[config.mk]
export PLATFORM = sky130hd
export DESIGN_NAME = rdma_wsetup_seq
export DESIGN_NICKNAME = d
export VERILOG_FILES = /design/src/rtl/rdma_ws_pkg.sv /design/src/rtl/rdma_ws_delay.sv /design/src/rtl/rdma_ws_tracker.sv /design/src/rtl/rdma_ws_portmux.sv /design/src/rtl/rdma_wsetup_seq.sv
export SDC_FILE = /design/constraint.sdc
export NUM_CORES = 1
export LEC_CHECK = 0
export BUFFER_PORTS_ARGS = -buffer_cell sky130_fd_sc_hd__clkbuf_2
export CAP_MARGIN = 20
export CELL_PAD_IN_SITES_DETAIL_PLACEMENT = 1
export CELL_PAD_IN_SITES_GLOBAL_PLACEMENT = 1
export CORE_MARGIN = 2
export CORE_UTILIZATION = 35
export CTS_CLUSTER_DIAMETER = 80
export DETAILED_ROUTE_END_ITERATION = 10
export GPL_TIMING_DRIVEN = 0
export PLACE_DENSITY = 0.74
export SLEW_MARGIN = 20
export SYNTH_ARGS = -nofsm -noshare
export SYNTH_HDL_FRONTEND = slang
export SYNTH_SLANG_ARGS = --single-unit
[constraint.sdc]
create_clock -name clk -period 4.8 [get_ports clk]
set_input_delay 0.48 -clock clk [delete_from_list [all_inputs] [get_ports clk]]
set_output_delay 0.48 -clock clk [all_outputs]
set_load 0.01 [all_outputs]
[src/rtl/rdma_ws_pkg.sv]
package rdma_ws_pkg;

    localparam int BYTE_W   = 8;
    localparam int CADDR_W  = 16;
    localparam int RSEL_W   = 4;
    localparam int SETUP_N  = 4;
    localparam int IDX_W    = $clog2(SETUP_N);

    // controller register selects
    localparam logic [RSEL_W-1:0] SEL_CMD    = 4'h0;
    localparam logic [RSEL_W-1:0] SEL_CUR_LO = 4'h5;
    localparam logic [RSEL_W-1:0] SEL_CUR_HI = 4'h6;
    localparam logic [RSEL_W-1:0] SEL_SA_LO  = 4'h8;
    localparam logic [RSEL_W-1:0] SEL_SA_HI  = 4'h9;
    localparam logic [RSEL_W-1:0] SEL_BC_LO  = 4'hA;
    localparam logic [RSEL_W-1:0] SEL_BC_HI  = 4'hB;

    // command bytes
    localparam logic [BYTE_W-1:0] OP_DUMMY_RD = 8'h0A;
    localparam logic [BYTE_W-1:0] OP_REM_WR   = 8'h12;

    typedef enum logic [3:0] {
        ST_IDLE,
        ST_PRESET,
        ST_DUMMY,
        ST_RD_LO,
        ST_RD_HI,
        ST_CAP_HI,
        ST_WAIT,
        ST_SETUP,
        ST_WR_CMD,
        ST_FIN
    } seq_state_e;

    typedef struct packed {
        logic                wr;
        logic                rd;
        logic [RSEL_W-1:0]   sel;
        logic [BYTE_W-1:0]   data;
    } reg_op_t;

    typedef struct packed {
        logic [CADDR_W-1:0]  count;
        logic [CADDR_W-1:0]  addr;
    } xfer_t;

    localparam reg_op_t OP_NONE = '{wr: 1'b0, rd: 1'b0, sel: '0, data: '0};

    // count+1 and address-1, both wrapping
    function automatic xfer_t shift_xfer(input xfer_t x);
        xfer_t r;
        r.count = x.count + 16'd1;
        r.addr  = x.addr  - 16'd1;
        return r;
    endfunction

    // one entry of the four-write load: count low/high, then address low/high
    function automatic reg_op_t load_op(input logic [IDX_W-1:0] idx, input xfer_t x);
        reg_op_t o;
        o.wr = 1'b1;
        o.rd = 1'b0;
        unique case (idx)
            2'd0:    begin o.sel = SEL_BC_LO; o.data = x.count[7:0];  end
            2'd1:    begin o.sel = SEL_BC_HI; o.data = x.count[15:8]; end
            2'd2:    begin o.sel = SEL_SA_LO; o.data = x.addr[7:0];   end
            default: begin o.sel = SEL_SA_HI; o.data = x.addr[15:8];  end
        endcase
        return o;
    endfunction

    function automatic reg_op_t read_op(input logic [RSEL_W-1:0] s);
        reg_op_t o;
        o.wr   = 1'b0;
        o.rd   = 1'b1;
        o.sel  = s;
        o.data = '0;
        return o;
    endfunction

    function automatic reg_op_t cmd_op(input logic [BYTE_W-1:0] c);
        reg_op_t o;
        o.wr   = 1'b1;
        o.rd   = 1'b0;
        o.sel  = SEL_CMD;
        o.data = c;
        return o;
    endfunction

endpackage

[src/rtl/rdma_ws_delay.sv]
module rdma_ws_delay
#(
    parameter int CNT_W = 8
)
(
    input  logic             clk,
    input  logic             rst,
    input  logic             load,
    input  logic [CNT_W-1:0] load_val,
    output logic             expired
);

    logic [CNT_W-1:0] cnt_q;

    always_ff @(posedge clk) begin
        if (rst) begin
            cnt_q <= '0;
        end else if (load) begin
            cnt_q <= load_val;
        end else if (cnt_q != '0) begin
            cnt_q <= cnt_q - 1'b1;
        end
    end

    assign expired = (cnt_q == '0);

endmodule

[src/rtl/rdma_ws_tracker.sv]
module rdma_ws_tracker
    import rdma_ws_pkg::*;
#(
    parameter int LIM_W = 8
)
(
    input  logic               clk,
    input  logic               rst,
    input  logic               clear,
    input  logic               cap_lo,
    input  logic               cap_hi,
    input  logic [BYTE_W-1:0]  rd_byte,
    input  logic [LIM_W-1:0]   limit,
    output logic               changed,
    output logic               have_prev,
    output logic               limit_hit
);

    localparam int STALL_W = LIM_W + 1;

    logic [BYTE_W-1:0]  lo_q;
    logic [CADDR_W-1:0] prev_q;
    logic               have_q;
    logic [STALL_W-1:0] stall_q;
    logic [STALL_W-1:0] stall_nx;
    logic [CADDR_W-1:0] cur;

    assign cur       = {rd_byte, lo_q};
    assign changed   = have_q && (cur != prev_q);
    assign have_prev = have_q;
    assign stall_nx  = stall_q + 1'b1;
    assign limit_hit = have_q && !changed && (stall_nx >= {1'b0, limit});

    always_ff @(posedge clk) begin
        if (rst || clear) begin
            lo_q    <= '0;
            prev_q  <= '0;
            have_q  <= 1'b0;
            stall_q <= '0;
        end else begin
            if (cap_lo) begin
                lo_q <= rd_byte;
            end
            if (cap_hi) begin
                prev_q <= cur;
                have_q <= 1'b1;
                if (have_q && !changed) begin
                    stall_q <= stall_nx;
                end
            end
        end
    end

endmodule

[src/rtl/rdma_ws_portmux.sv]
module rdma_ws_portmux
    import rdma_ws_pkg::*;
(
    input  seq_state_e        state,
    input  logic [IDX_W-1:0]  idx,
    input  xfer_t             xfer,
    output reg_op_t           op
);

    xfer_t   adj;
    reg_op_t pre_tab [SETUP_N];
    reg_op_t set_tab [SETUP_N];

    assign adj = shift_xfer(xfer);

    for (genvar g = 0; g < SETUP_N; g++) begin : g_tab
        assign pre_tab[g] = load_op(IDX_W'(g), adj);
        assign set_tab[g] = load_op(IDX_W'(g), xfer);
    end

    always_comb begin
        op = OP_NONE;
        unique case (state)
            ST_PRESET: op = pre_tab[idx];
            ST_DUMMY:  op = cmd_op(OP_DUMMY_RD);
            ST_RD_LO:  op = read_op(SEL_CUR_LO);
            ST_RD_HI:  op = read_op(SEL_CUR_HI);
            ST_SETUP:  op = set_tab[idx];
            ST_WR_CMD: op = cmd_op(OP_REM_WR);
            default:   op = OP_NONE;
        endcase
    end

endmodule

[src/rtl/rdma_wsetup_seq.sv]
module rdma_wsetup_seq
    import rdma_ws_pkg::*;
#(
    parameter int DLY_W = 8,
    parameter int LIM_W = 8
)
(
    input  logic                clk,
    input  logic                rst,
    input  logic                start,
    input  logic                pre_adjust,
    input  logic [15:0]         xfer_count,
    input  logic [15:0]         xfer_addr,
    input  logic [DLY_W-1:0]    poll_delay,
    input  logic [LIM_W-1:0]    poll_limit,
    output logic                reg_wr,
    output logic                reg_rd,
    output logic [3:0]          reg_addr,
    output logic [7:0]          reg_wdata,
    input  logic [7:0]          reg_rdata,
    output logic                busy,
    output logic                done,
    output logic                timeout_err
);

    seq_state_e        st_q, st_nx;
    logic [IDX_W-1:0]  idx_q;
    xfer_t             xfer_q;
    logic              mode_q;
    logic [DLY_W-1:0]  dly_q;
    logic [LIM_W-1:0]  lim_q;
    logic              err_q;

    logic              accept;
    logic              last_idx;
    logic              changed, have_prev, limit_hit, expired;
    reg_op_t           op;

    assign accept   = (st_q == ST_IDLE) && start;
    assign last_idx = (idx_q == IDX_W'(SETUP_N - 1));

    rdma_ws_tracker #(.LIM_W(LIM_W)) u_track (
        .clk       (clk),
        .rst       (rst),
        .clear     (accept),
        .cap_lo    (st_q == ST_RD_HI),
        .cap_hi    (st_q == ST_CAP_HI),
        .rd_byte   (reg_rdata),
        .limit     (lim_q),
        .changed   (changed),
        .have_prev (have_prev),
        .limit_hit (limit_hit)
    );

    rdma_ws_delay #(.CNT_W(DLY_W)) u_delay (
        .clk      (clk),
        .rst      (rst),
        .load     (st_q == ST_CAP_HI),
        .load_val (dly_q),
        .expired  (expired)
    );

    rdma_ws_portmux u_mux (
        .state (st_q),
        .idx   (idx_q),
        .xfer  (xfer_q),
        .op    (op)
    );

    always_comb begin
        st_nx = st_q;
        unique case (st_q)
            ST_IDLE:   if (start) st_nx = pre_adjust ? ST_PRESET : ST_DUMMY;
            ST_PRESET: if (last_idx) st_nx = ST_DUMMY;
            ST_DUMMY:  st_nx = ST_RD_LO;
            ST_RD_LO:  st_nx = ST_RD_HI;
            ST_RD_HI:  st_nx = ST_CAP_HI;
            ST_CAP_HI: begin
                if (!have_prev)     st_nx = ST_WAIT;
                else if (changed)   st_nx = mode_q ? ST_WR_CMD : ST_SETUP;
                else if (limit_hit) st_nx = ST_FIN;
                else                st_nx = ST_WAIT;
            end
            ST_WAIT:   if (expired) st_nx = ST_RD_LO;
            ST_SETUP:  if (last_idx) st_nx = ST_WR_CMD;
            ST_WR_CMD: st_nx = ST_FIN;
            ST_FIN:    st_nx = ST_IDLE;
            default:   st_nx = ST_IDLE;
        endcase
    end

    always_ff @(posedge clk) begin
        if (rst) begin
            st_q   <= ST_IDLE;
            idx_q  <= '0;
            xfer_q <= '0;
            mode_q <= 1'b0;
            dly_q  <= '0;
            lim_q  <= '0;
            err_q  <= 1'b0;
        end else begin
            st_q <= st_nx;
            if (accept) begin
                xfer_q <= '{count: xfer_count, addr: xfer_addr};
                mode_q <= pre_adjust;
                dly_q  <= poll_delay;
                lim_q  <= poll_limit;
                err_q  <= 1'b0;
            end
            if ((st_q == ST_PRESET) || (st_q == ST_SETUP)) begin
                idx_q <= last_idx ? '0 : idx_q + 1'b1;
            end else begin
                idx_q <= '0;
            end
            if ((st_q == ST_CAP_HI) && have_prev && !changed && limit_hit) begin
                err_q <= 1'b1;
            end
        end
    end

    assign reg_wr      = op.wr;
    assign reg_rd      = op.rd;
    assign reg_addr    = op.sel;
    assign reg_wdata   = op.data;
    assign busy        = (st_q != ST_IDLE);
    assign done        = (st_q == ST_FIN);
    assign timeout_err = err_q;

endmodule

==> impl_metrics.tcl <==
set metrics [dict create \
    fmax_mhz 315 \
    routed_wl_um 17300 \
    nNetsFinal 883 \
    max-slew-margin-rel_pct 30.2 \
    startpoint "st_q[1]" \
    timing_hold_violations_final 0 \
    ctsHoldBuffers 0 \
    synth_cell_type_count 66 \
    post_drt_wl_per_cell_um 16.8 \
    drive_gt1_share_pct 16.2 \
    firstDrtPassIters 4 \
    core-area_sq_um 15900 \
    finalCriticalPeriod_ns 3.17 \
    synth_top_area_share_pct 34.4 \
    slew_viol_final 0 \
    fin_tns_setup_ns 0 \
    path_buf_inv 2 \
    synth_seq_cells 98 \
    vias 5520 \
    synth_edf_count 0 \
    initial_core_util_pct 35.9 \
    slowest_delay_ns 0.70 \
    yosysMostFrequentCell "nand2_1" \
    finalCritPeriodShare_pct 66.1 \
    tightestPinTransition_ns 1.04 \
    cts_buffer_depth 2 \
    skew_ns 0.00678 \
    dp_slack_ns 1.81 \
    remaining_drc_errors 0 \
    h-tree-depth 3 \
    ys.flop_type "dfxtp_1" \
    crit_arrival_ns 2.69 \
    n_fill_cell 2003 \
    clock-sinks 98 \
    cts_resized 0 \
    syn_avg_cell_area_sq_um 7.89 \
    die-width_um 132 \
    rsz0062_at_grt "no" \
    die_h_um 132 \
    io_buffers 76 \
    powerDensity_nw_per_um2 484 \
    synthTopCellsByArea "dfxtp_1, nand2_1, a21oi_1" \
    overflow 0 \
    syn-cell-area_sq_um 5700 \
    grt_pass1_wl_um 28200 \
    cp_max_fo 10 \
    setup_viol 0 \
    cts-root-buf "clkbuf_16" \
    place_congestion 0.881 \
    p_leak_nw 2.53 \
    worstSkewPairLatency_ns 0.36 \
    grt.total_usage_pct 19.9 \
    grt_pass1_vias 5804 \
    cap_violations 0 \
    fin_area_sq_um 6630 \
    synth_top_area_cell "dfxtp_1" \
    dp_hpwl_um 13600 \
    io_pins 77 \
    min_path_type "input port to flop" \
    cts_setup_buffers 0 \
    worstSetupPathType "flop to output pin" \
    cp_cell_sequence "clkbuf_1 -> nor4b_2 -> or2b_2 -> nor3_1 -> a31oi_1 -> o211ai_1 -> clkbuf_2" \
    antenna_found_initial 0 \
    synthArstFlopShare_pct 0 \
    peakVddDrop_uv 203 \
    setup_slack_ns 1.63 \
    hold_path.startpoint "xfer_count[4]" \
    rr_startpoint "u_track.stall_q[0]" \
    startpoint_type "flop" \
    rows 46 \
    postRouteAntennaNets 0 \
    dpl-instance-area_sq_um 6350 \
    cts_tree "yes" \
    viasPerCell 5.36 \
    grt_max_degree 19 \
    die-area_sq_um 17300 \
    crit_family "simple AND/OR/NAND/NOR gates" \
    cts_buffers 9 \
    area_growth_pct 16.4 \
    netlist_top_cells_count "nand2_1, a21oi_1, dfxtp_1" \
    synthesis.nets 796 \
    antenna_cells 0 \
    seq_area_frac_synth_pct 34.4 \
    yosysWarnings 0 \
    cp-end-kind "output pin" \
    clk_pin_slew_ns 0.07 \
    cp.required_ns 4.32 \
    drt-initial-drc-count 289 \
    status "finished, final reports clean" \
    synth_cells 722 \
    critical_path.slowest_cell "nor4b_2" \
]
==> through the flow <==
step / cells / hold WS (ns) / util (%) / total power [mW]
finish: 1030 / 0.344 / 41.7 / 3.21
global route: 1030 / 0.343 / 41.7 / 3.43
global placement: 1014 / 0.448 / 39.9 / 2.46
CTS: 1030 / 0.336 / 41.7 / 3.24
detailed placement: 1014 / 0.453 / 39.9 / 2.52
floorplan: 722 / 0.432 / - / 2.11
==> final cells by class <==
type,count,area [sq um],share of cell area [%]
inverters,17,63.8,0.962
clock buffers,9,225,3.40
well taps,216,270,4.08
plain buffers,51,272,4.09
multi-input cells,556,3400,51.2
repair buffers,76,380,5.74
clock inverters,7,60.1,0.906
flip-flops and latches,98,1960,29.6
==> path summary, 6_finish.rpt <==
check / cells after the start / to / slack (ns)
hold / removal: 3 / xfer_q[20] / 0.34
hold reg to reg: 2 / lim_q[5] / 0.46
setup / recovery: 7 / reg_wdata[3] / 1.63
setup reg to reg: 10 / st_q[3] / 1.81
==> flip-flops by register name, summed over array words and instances, names as in the netlist, 2 cells and up <==
name / cells
lim_q: 8
xfer_q: 32
u_delay.cnt_q: 8
u_track.prev_q: 16
st_q: 4
dly_q: 8
u_track.stall_q: 9
u_track.lo_q: 8
idx_q: 2
==> cells by family (layout without fill, tap and decap cells) <==
logic type,Yosys count,in the layout,synth area share (%)
AND/OR/NAND/NOR,315,315,27.4
AO/OA/AOI/OAI,162,162,17.2
flip-flops,98,98,34.4
buffers and inverters,68,160,5.89
XOR/XNOR,49,49,7.54
multiplexers,16,16,4.50
adder cells (fa/ha/maj),14,14,3.08
==> placed cells by master, fill, tap and decap left out, types with 3 or more instances in the layout <==
cell type  count
or2_2          4
xor2_1        29
and4_1         4
o21a_1         3
nand3_1       20
clkbuf_1      36
and3_1         7
or4_1         12
nor4_1         6
a21oi_1       98
mux4_2         5
buf_1          4
inv_1         16
clkbuf_16      9
clkbuf_2      76
nand2_1      176
o211ai_1       4
nor2b_1        6
and2_1         3
dfxtp_1       98
clkbuf_8       3
or3_1          5
a211oi_1       7
o31ai_1       10
a311oi_1       3
nand4_1       11
buf_6          6
nor2_1        27
a211o_1        3
nor4_2         6
nor3_1        10
mux2i_1        8
nand2b_1       3
ha_1          14
clkinv_4       3
xnor2_1       20
o21ai_0       11
inv_6          3
==> power breakdown <==
| group | leakage (nW) | internal [mW] | switching, mW |
|---|---|---|---|
| sequential | 0.798 | 0.946 | 0.153 |
| clock | 0.137 | 0.360 | 0.342 |
| combinational | 1.60 | 0.569 | 0.837 |
| total | 2.53 | 1.87 | 1.33 |
==> per-layer routing <==
metal	vias to the layer above	track usage (%)	routed length, um
li1	2716	-	-
met1	2681	22.8	7360
met2	104	36.9	8920
met3	19	4.71	756
met4	0	5.13	254
met5	-	0	0
==> worst reg2reg max path, stage by stage (launching register included) <==
cell and delay, ns:
dfxtp_1 0.43, ha_1 0.26, nand3_1 0.23, or2_2 0.40, xnor2_1 0.18, ha_1 0.27, and3_1 0.16, a221oi_1 0.30
and3_1 0.29, a311oi_1 0.13, o31a_1 0.24
Note: power is estimated with default switching activity, not from simulation.
